--- src/rtl/ea_pkg.sv ---
package ea_pkg;

    typedef enum logic [3:0] {
        M_IMM    = 4'd0,
        M_ACC    = 4'd1,
        M_ZP     = 4'd2,
        M_ZPX    = 4'd3,
        M_ZPY    = 4'd4,
        M_ABS    = 4'd5,
        M_ABSX   = 4'd6,
        M_ABSY   = 4'd7,
        M_INDX   = 4'd8,
        M_INDY   = 4'd9,
        M_IMPL   = 4'd10,
        M_INDABS = 4'd11,
        M_REL    = 4'd12,
        M_RSV13  = 4'd13,
        M_RSV14  = 4'd14,
        M_RSV15  = 4'd15
    } mode_e;

    typedef enum logic [3:0] {
        C_READ_PX  = 4'd0,
        C_READ     = 4'd1,
        C_RMW      = 4'd2,
        C_STORE_A  = 4'd3,
        C_BREAK    = 4'd4,
        C_CALLRET  = 4'd5,
        C_JUMP     = 4'd6,
        C_PULL     = 4'd7,
        C_PUSH     = 4'd8,
        C_MISC9    = 4'd9,
        C_MISC10   = 4'd10,
        C_MISC11   = 4'd11,
        C_MISC12   = 4'd12,
        C_MISC13   = 4'd13,
        C_MISC14   = 4'd14,
        C_MISC15   = 4'd15
    } iclass_e;

    typedef enum logic [2:0] {
        S_IDLE    = 3'd0,
        S_PTR_LO  = 3'd1,
        S_PTR_HI  = 3'd2,
        S_VAL_REQ = 3'd3,
        S_VAL_CAP = 3'd4,
        S_DONE    = 3'd5
    } state_e;

endpackage

--- src/rtl/ea_addr_gen.sv ---
module ea_addr_gen
    import ea_pkg::*;
#(
    parameter int DATA_W = 8,
    localparam int ADDR_W = 2 * DATA_W
) (
    input  mode_e               mode,
    input  logic [ADDR_W-1:0]   operand,
    input  logic [DATA_W-1:0]   idx_x,
    input  logic [DATA_W-1:0]   idx_y,
    output logic [ADDR_W-1:0]   direct_ea,
    output logic [ADDR_W-1:0]   ptr_lo_addr,
    output logic [ADDR_W-1:0]   ptr_hi_addr,
    output logic                abs_cross,
    output logic                needs_ptr,
    output logic                needs_val
);
    logic [DATA_W-1:0] zp_x, zp_y, zp_ptr, zp_ptr_n;
    logic [ADDR_W-1:0] abs_x, abs_y;

    always_comb begin
        zp_x     = operand[DATA_W-1:0] + idx_x;
        zp_y     = operand[DATA_W-1:0] + idx_y;
        zp_ptr   = zp_x;
        zp_ptr_n = zp_x + 1'b1;
        abs_x    = operand + {{DATA_W{1'b0}}, idx_x};
        abs_y    = operand + {{DATA_W{1'b0}}, idx_y};
    end

    always_comb begin
        direct_ea   = '0;
        ptr_lo_addr = '0;
        ptr_hi_addr = '0;
        abs_cross   = 1'b0;
        needs_ptr   = 1'b0;
        needs_val   = 1'b0;
        unique case (mode)
            M_ZP: begin
                direct_ea = {{DATA_W{1'b0}}, operand[DATA_W-1:0]};
                needs_val = 1'b1;
            end
            M_ZPX: begin
                direct_ea = {{DATA_W{1'b0}}, zp_x};
                needs_val = 1'b1;
            end
            M_ZPY: begin
                direct_ea = {{DATA_W{1'b0}}, zp_y};
                needs_val = 1'b1;
            end
            M_ABS: begin
                direct_ea = operand;
                needs_val = 1'b1;
            end
            M_ABSX: begin
                direct_ea = abs_x;
                abs_cross = abs_x[ADDR_W-1:DATA_W] != operand[ADDR_W-1:DATA_W];
                needs_val = 1'b1;
            end
            M_ABSY: begin
                direct_ea = abs_y;
                abs_cross = abs_y[ADDR_W-1:DATA_W] != operand[ADDR_W-1:DATA_W];
                needs_val = 1'b1;
            end
            M_INDX: begin
                ptr_lo_addr = {{DATA_W{1'b0}}, zp_ptr};
                ptr_hi_addr = {{DATA_W{1'b0}}, zp_ptr_n};
                needs_ptr   = 1'b1;
                needs_val   = 1'b1;
            end
            M_INDY: begin
                ptr_lo_addr = operand;
                ptr_hi_addr = operand + 1'b1;
                needs_ptr   = 1'b1;
                needs_val   = 1'b1;
            end
            default: begin
            end
        endcase
    end
endmodule

--- src/rtl/ea_cycle_rom.sv ---
module ea_cycle_rom
    import ea_pkg::*;
#(
    parameter int CYC_W = 4,
    parameter int LEN_W = 2
) (
    input  mode_e             mode,
    input  iclass_e           iclass,
    output logic [CYC_W-1:0]  base_cycles,
    output logic [LEN_W-1:0]  len_bytes,
    output logic              penalty_ok
);
    always_comb begin
        unique case (mode)
            M_ABS, M_ABSX, M_ABSY: len_bytes = LEN_W'(3);
            M_ACC:                 len_bytes = LEN_W'(1);
            default:               len_bytes = LEN_W'(2);
        endcase
    end

    always_comb begin
        penalty_ok  = 1'b0;
        base_cycles = CYC_W'(2);
        unique case (iclass)
            C_READ_PX, C_READ: begin
                penalty_ok = (iclass == C_READ_PX) &&
                             (mode == M_ABSX || mode == M_ABSY || mode == M_INDY);
                unique case (mode)
                    M_ZP:                          base_cycles = CYC_W'(3);
                    M_ZPX, M_ABS, M_ABSX, M_ABSY:  base_cycles = CYC_W'(4);
                    M_INDX:                        base_cycles = CYC_W'(6);
                    M_INDY:                        base_cycles = CYC_W'(5);
                    default:                       base_cycles = CYC_W'(2);
                endcase
            end
            C_RMW: begin
                unique case (mode)
                    M_ZP:          base_cycles = CYC_W'(5);
                    M_ZPX, M_ABS:  base_cycles = CYC_W'(6);
                    M_ABSX:        base_cycles = CYC_W'(7);
                    default:       base_cycles = CYC_W'(2);
                endcase
            end
            C_STORE_A: begin
                unique case (mode)
                    M_ZP:            base_cycles = CYC_W'(3);
                    M_ZPX, M_ABS:    base_cycles = CYC_W'(4);
                    M_ABSX, M_ABSY:  base_cycles = CYC_W'(5);
                    M_INDX, M_INDY:  base_cycles = CYC_W'(6);
                    default:         base_cycles = CYC_W'(2);
                endcase
            end
            C_BREAK:   base_cycles = CYC_W'(7);
            C_CALLRET: base_cycles = CYC_W'(6);
            C_JUMP:    base_cycles = CYC_W'(5);
            C_PULL:    base_cycles = CYC_W'(4);
            C_PUSH:    base_cycles = CYC_W'(3);
            default:   base_cycles = CYC_W'(2);
        endcase
    end
endmodule

--- src/rtl/ea_unit.sv ---
module ea_unit
    import ea_pkg::*;
#(
    parameter int DATA_W = 8,
    parameter int CYC_W  = 4,
    parameter int LEN_W  = 2,
    parameter int MODE_W = 4,
    localparam int ADDR_W = 2 * DATA_W
) (
    input  logic              clk,
    input  logic              rst_n,
    input  logic              start,
    input  logic [MODE_W-1:0] mode,
    input  logic [ADDR_W-1:0] operand,
    input  logic [DATA_W-1:0] idx_x,
    input  logic [DATA_W-1:0] idx_y,
    input  logic [DATA_W-1:0] acc,
    input  logic [MODE_W-1:0] iclass,
    output logic              mem_req,
    output logic [ADDR_W-1:0] mem_addr,
    input  logic [DATA_W-1:0] mem_rdata,
    output logic              busy,
    output logic              done,
    output logic [ADDR_W-1:0] eff_addr,
    output logic [DATA_W-1:0] value,
    output logic [LEN_W-1:0]  length,
    output logic [CYC_W-1:0]  cycles
);
    state_e st, st_nx;
    mode_e  mode_in, mode_q;

    logic [ADDR_W-1:0] direct_ea, ptr_lo_addr, ptr_hi_addr;
    logic              abs_cross, needs_ptr, needs_val;
    logic [CYC_W-1:0]  base_cycles;
    logic [LEN_W-1:0]  len_bytes;
    logic              penalty_ok;

    logic [ADDR_W-1:0] ea_q, ptr_lo_q, ptr_hi_q;
    logic [DATA_W-1:0] val_q, y_q, lo_q;
    logic [LEN_W-1:0]  len_q;
    logic [CYC_W-1:0]  cyc_q;
    logic              pen_ok_q;

    logic [ADDR_W-1:0] ptr_base, ind_ea;
    logic              ind_cross;
    logic              accept;

    assign mode_in = mode_e'(mode);
    assign accept  = (st == S_IDLE) && start;

    ea_addr_gen #(.DATA_W(DATA_W)) u_addr (
        .mode        (mode_in),
        .operand     (operand),
        .idx_x       (idx_x),
        .idx_y       (idx_y),
        .direct_ea   (direct_ea),
        .ptr_lo_addr (ptr_lo_addr),
        .ptr_hi_addr (ptr_hi_addr),
        .abs_cross   (abs_cross),
        .needs_ptr   (needs_ptr),
        .needs_val   (needs_val)
    );

    ea_cycle_rom #(.CYC_W(CYC_W), .LEN_W(LEN_W)) u_cyc (
        .mode        (mode_in),
        .iclass      (iclass_e'(iclass)),
        .base_cycles (base_cycles),
        .len_bytes   (len_bytes),
        .penalty_ok  (penalty_ok)
    );

    // pointer assembled from the captured low byte and the high byte arriving now
    always_comb begin
        ptr_base  = {mem_rdata, lo_q};
        ind_ea    = (mode_q == M_INDY) ? ptr_base + {{DATA_W{1'b0}}, y_q} : ptr_base;
        ind_cross = (mode_q == M_INDY) &&
                    (ind_ea[ADDR_W-1:DATA_W] != ptr_base[ADDR_W-1:DATA_W]);
    end

    // state register
    always_ff @(posedge clk or negedge rst_n) begin
        if (!rst_n) st <= S_IDLE;
        else        st <= st_nx;
    end

    // next-state logic
    always_comb begin
        st_nx = st;
        unique case (st)
            S_IDLE: begin
                if (start) begin
                    if (needs_ptr)      st_nx = S_PTR_LO;
                    else if (needs_val) st_nx = S_VAL_REQ;
                    else                st_nx = S_DONE;
                end
            end
            S_PTR_LO:  st_nx = S_PTR_HI;
            S_PTR_HI:  st_nx = S_VAL_REQ;
            S_VAL_REQ: st_nx = S_VAL_CAP;
            S_VAL_CAP: st_nx = S_DONE;
            S_DONE:    st_nx = S_IDLE;
            default:   st_nx = S_IDLE;
        endcase
    end

    // outputs driven by the state
    always_comb begin
        mem_req  = 1'b0;
        mem_addr = '0;
        unique case (st)
            S_PTR_LO: begin
                mem_req  = 1'b1;
                mem_addr = ptr_lo_q;
            end
            S_PTR_HI: begin
                mem_req  = 1'b1;
                mem_addr = ptr_hi_q;
            end
            S_VAL_REQ: begin
                mem_req  = 1'b1;
                mem_addr = (mode_q == M_INDX || mode_q == M_INDY) ? ind_ea : ea_q;
            end
            default: begin
            end
        endcase
    end

    assign busy     = (st != S_IDLE);
    assign done     = (st == S_DONE);
    assign eff_addr = ea_q;
    assign value    = val_q;
    assign length   = len_q;
    assign cycles   = cyc_q;

    // datapath registers
    always_ff @(posedge clk or negedge rst_n) begin
        if (!rst_n) begin
            mode_q   <= M_IMPL;
            ea_q     <= '0;
            ptr_lo_q <= '0;
            ptr_hi_q <= '0;
            val_q    <= '0;
            y_q      <= '0;
            lo_q     <= '0;
            len_q    <= '0;
            cyc_q    <= '0;
            pen_ok_q <= 1'b0;
        end else begin
            unique case (st)
                S_IDLE: begin
                    if (accept) begin
                        mode_q   <= mode_in;
                        ea_q     <= direct_ea;
                        ptr_lo_q <= ptr_lo_addr;
                        ptr_hi_q <= ptr_hi_addr;
                        y_q      <= idx_y;
                        len_q    <= len_bytes;
                        pen_ok_q <= penalty_ok;
                        cyc_q    <= base_cycles + CYC_W'(penalty_ok && abs_cross);
                        if (mode_in == M_IMM)      val_q <= operand[DATA_W-1:0];
                        else if (mode_in == M_ACC) val_q <= acc;
                        else                       val_q <= '0;
                    end
                end
                S_PTR_HI:  lo_q <= mem_rdata;
                S_VAL_REQ: begin
                    ea_q <= mem_addr;
                    if (pen_ok_q && ind_cross) cyc_q <= cyc_q + 1'b1;
                end
                S_VAL_CAP: val_q <= mem_rdata;
                default: begin
                end
            endcase
        end
    end


    done_pulse_chk: assert property (@(posedge clk) disable iff (!rst_n)
        done |=> !done);


    acc_len_chk: assert property (@(posedge clk) disable iff (!rst_n)
        (done && mode_q == M_ACC) |-> (length == LEN_W'(1)));


    no_read_chk: assert property (@(posedge clk) disable iff (!rst_n)
        (busy && (mode_q == M_IMM || mode_q == M_ACC || mode_q == M_IMPL ||
                  mode_q == M_INDABS || mode_q == M_REL)) |-> !mem_req);


    cyc_range_chk: assert property (@(posedge clk) disable iff (!rst_n)
        done |-> (cycles >= CYC_W'(2) && cycles <= CYC_W'(8)));


    zp_page_chk: assert property (@(posedge clk) disable iff (!rst_n)
        (done && (mode_q == M_ZP || mode_q == M_ZPX || mode_q == M_ZPY))
            |-> (eff_addr[ADDR_W-1:DATA_W] == '0));


    hold_chk: assert property (@(posedge clk) disable iff (!rst_n)
        (busy && !done) |=> $stable(len_q));
endmodule

--- config.mk ---
export PLATFORM = sky130hd
export DESIGN_NAME = ea_unit
export DESIGN_NICKNAME = d
export VERILOG_FILES = /design/src/rtl/ea_pkg.sv /design/src/rtl/ea_addr_gen.sv /design/src/rtl/ea_cycle_rom.sv /design/src/rtl/ea_unit.sv
export SDC_FILE = /design/constraint.sdc
export NUM_CORES = 1
export LEC_CHECK = 0
export BUFFER_PORTS_ARGS = -buffer_cell sky130_fd_sc_hd__buf_4
export CORE_ASPECT_RATIO = 1.1
export CORE_MARGIN = 1
export CORE_UTILIZATION = 50
export CTS_CLUSTER_DIAMETER = 60
export DETAILED_ROUTE_END_ITERATION = 10
export GPL_ROUTABILITY_DRIVEN = 0
export PLACE_DENSITY_LB_ADDON = 0.05
export SLEW_MARGIN = 15
export SYNTH_ARGS = -nofsm -noshare
export SYNTH_HDL_FRONTEND = slang
export SYNTH_HIERARCHICAL = 1
export SYNTH_SLANG_ARGS = --single-unit
--- constraint.sdc ---
create_clock -name clk -period 5.6 [get_ports clk]
set_input_delay 1.12 -clock clk [delete_from_list [all_inputs] [get_ports clk]]
set_output_delay 1.12 -clock clk [all_outputs]
set_load 0.02 [all_outputs]
==> results.py <==
metrics = {
    "sta": {
        "min_period_over_period": 0.750,
        "postLayoutSetupSlackWorst_ns": 1.40,
        "worstMarginPinSlew_ns": 1.11,
        "skew_ns": 0.00561,
        "fmax_ghz": 0.238,
        "fin_setup_tns_ns": 0,
        "maxSlewViolCount": 0,
        "hold_violations": 0,
        "min_period_ns": 4.20,
        "rsz0062_at_grt": "no",
        "max-slew-margin-rel": 0.258,
        "setup_viol": 0,
    },
    "placement": {
        "io_buffer_count": 107,
        "pre_cts_ws_ns": 1.40,
        "dp_hpwl_um": 16500,
    },
    "global_route": {
        "grt_max_degree": 67,
        "grt_use_total": 0.309,
        "gr-total-overflow": 0,
        "grt_pass1_wl_um": 34700,
        "antenna_found_initial": 1,
        "grt_pass1_vias": 6393,
    },
    "critical_path": {
        "crit_fanout": 5,
        "crit_required_ns": 4.48,
        "crit_type": "reg2out",
        "arrival_ns": 3.08,
        "r2r-start": "st[2]",
        "end_kind": "output pin",
        "start_kind": "flip-flop",
        "cp-startpoint": "lo_q[0]",
    },
    "floorplanning": {
        "coreArea_mm2": 0.0138,
        "die_x_um": 115,
        "design.die.area_mm2": 0.0146,
        "io_pins": 108,
        "start_util": 0.513,
        "rows": 45,
        "fp.dieH_um": 127,
    },
    "layout": {
        "drive_gt1_frac": 0.193,
        "mostFrequentLayoutCell": "nand2_1",
        "filler_cell_count": 1267,
        "area_delta_synth_final_pct": 15.6,
        "final_cell_mix": "nand2_1, buf_4, dfrtp_1, nor2_1, a21oi_1",
        "diodes": 0,
        "layout.nets": 1031,
    },
    "cts": {
        "clk_path_buf_depth": 2,
        "cts_root_buf": "clkbuf_16",
        "cts_max_level": 3,
        "cts.clk_slew.worst_paths_ns": 0.07,
        "ctsResizeCount": 0,
        "cts_tree": "done",
        "postCtsHoldBufs": 0,
        "cts_setup_buffers": 0,
        "clkSinkCount": 86,
        "numCtsBuffers": 9,
        "clock_latency_ns": 0.35,
    },
    "power_and_ir_drop": {
        "power_frac_comb": 0.523,
        "switchingPower_uw": 1590,
        "cellPowerDensity_mw_per_mm2": 424,
        "p_sw_frac": 0.459,
        "p_int_uw": 1870,
        "vdd_drop_max_mv": 0.216,
        "power_frac_clock": 0.171,
        "leakagePower_uw": 0.00392,
        "pwr-share-seq": 0.307,
    },
    "drt": {
        "wl_um": 22000,
        "wire_per_inst_um": 19.4,
        "dr.first_iter.drc_count": 640,
        "via_per_inst": 6.09,
        "postRouteAntennaNets": 0,
        "drtPass1Iterations": 7,
        "drc": 0,
        "vias": 6896,
    },
    "worst_hold_path": {
        "holdCritPathClass": "reg2reg",
        "worstHoldStart": "mode_q[3]",
    },
    "yosys": {
        "syn_inst": 866,
        "async_flop_share": 1.00,
        "synth_area_mm2": 0.00708,
        "synth_nets": 957,
        "synth-edff-count": 0,
        "yosysSeqAreaShare": 0.304,
        "yosysWarnings": 6,
        "avgSynthCellArea_um2": 8.17,
        "ys_seq_elements": 86,
        "ys.flop_type": "dfrtp_1",
        "ys_types": 95,
    },
    "run_status": {
        "status": "complete, no violations",
    },
    "run": {
        "drv_cap": 0,
    },
}
==> path summary, 6_finish.rpt <==
path / to / slack [ns] / cells after the start
worst max-delay path: mem_addr[12] / 1.40 / 10
worst min register to register: mode_q[3] / 0.47 / 2
max in group asynchronous: y_q[5] / 3.83 / 2
worst max register to register: cycles[0] / 2.89 / 7
min in group asynchronous: y_q[1] / 0.73 / 1
worst min-delay path: mode_q[3] / 0.47 / 2
==> synth_stat cells, types with 5 or more instances <==
cell type | instances | area share
buf_6 | 5 | 0.0080
nand2_1 | 187 | 0.099
o21ai_0 | 33 | 0.023
and2_1 | 5 | 0.0044
a22oi_1 | 8 | 0.0085
a211oi_2 | 8 | 0.014
a222oi_1 | 5 | 0.0071
nor2_1 | 65 | 0.034
mux2i_1 | 19 | 0.027
xnor2_1 | 18 | 0.022
a211o_1 | 10 | 0.012
nor3b_1 | 6 | 0.0064
a21oi_1 | 52 | 0.037
o211ai_1 | 11 | 0.012
xor2_1 | 19 | 0.024
buf_2 | 12 | 0.0085
nand2b_1 | 11 | 0.0097
mux2_2 | 5 | 0.0080
a221o_1 | 15 | 0.021
and3_1 | 22 | 0.019
inv_1 | 24 | 0.013
o21ai_1 | 11 | 0.0078
nand4_1 | 6 | 0.0053
dfrtp_1 | 84 | 0.30
or3_1 | 8 | 0.0071
nand3_1 | 22 | 0.016
o22ai_1 | 9 | 0.0080
nor3_1 | 14 | 0.0099
buf_1 | 6 | 0.0032
a21o_1 | 8 | 0.0085
clkbuf_1 | 19 | 0.010
ha_1 | 29 | 0.051
nor2b_1 | 6 | 0.0053
a211oi_1 | 8 | 0.0085
==> worst max-delay path: stages, from the launching register on <==
cell and delay, ns:
dfrtp_1 0.37, ha_1 0.24, inv_1 0.07, fa_1 0.42, nand2b_1 0.23, a211oi_4 0.38, o211ai_1 0.15, xor2_1 0.22
a211oi_2 0.34, a221o_1 0.17, buf_4 0.14
==> per-stage QoR <==
step           area (um2)  hold slack (ns)   util  power, uW  std cells
6_report             8180            0.474  0.593       3470       1133
5_1_grt              8180            0.497  0.593       3690       1133
4_1_cts              8170            0.475  0.592       3460       1133
3_5_place_dp         7880            0.462  0.571       2860       1117
3_3_place_gp         7880            0.453  0.571       2800       1117
2_1_floorplan        7080            0.441      -       2290        866
==> sequential cells by signal, summed over array words and instances, names as in the netlist <==
signal    flops
length        2
st            3
lo_q          8
cycles        4
ptr_hi_q     16
y_q           8
eff_addr     16
ptr_lo_q     16
mode_q        4
value         8
pen_ok_q      1
==> power groups by stage <==
stage | Clock, uW | Combinational (uW) | Sequential (uW)
2_1_floorplan | 0 | 1200 | 1090
3_3_place_gp | 0 | 1750 | 1050
3_5_place_dp | 0 | 1790 | 1070
4_1_cts | 600 | 1800 | 1060
5_1_grt | 624 | 1980 | 1090
6_report | 592 | 1810 | 1060
==> routing by layer <==
layer	track usage	vias up	wire [um]
met1	0.430	3313	9590
met2	0.491	284	10400
met5	0	-	0
met3	0.0330	39	1370
li1	-	3260	-
met4	0.118	0	636
==> cells by family after synthesis <==
kind of cell	after synthesis	synth area share
XOR/XNOR	37	0.0458
other	1	0.000530
multiplexers	24	0.0348
flip-flops	86	0.304
AND/OR/NAND/NOR	393	0.271
AO/OA/AOI/OAI	218	0.229
adder cells (fa/ha/maj)	33	0.0614
buffers and inverters	74	0.0534
==> layout make-up <==
class / instances / area, um2 / share of cell area
Inverter: 24 / 90.1 / 0.0110
Timing Repair Buffer: 113 / 848 / 0.104
Clock inverter: 7 / 65.1 / 0.00796
Tap cell: 188 / 235 / 0.0288
Clock buffer: 9 / 225 / 0.0275
Sequential cell: 86 / 2150 / 0.263
Multi-Input combinational cell: 706 / 4560 / 0.558
Power figures use the tool's default switching activity.
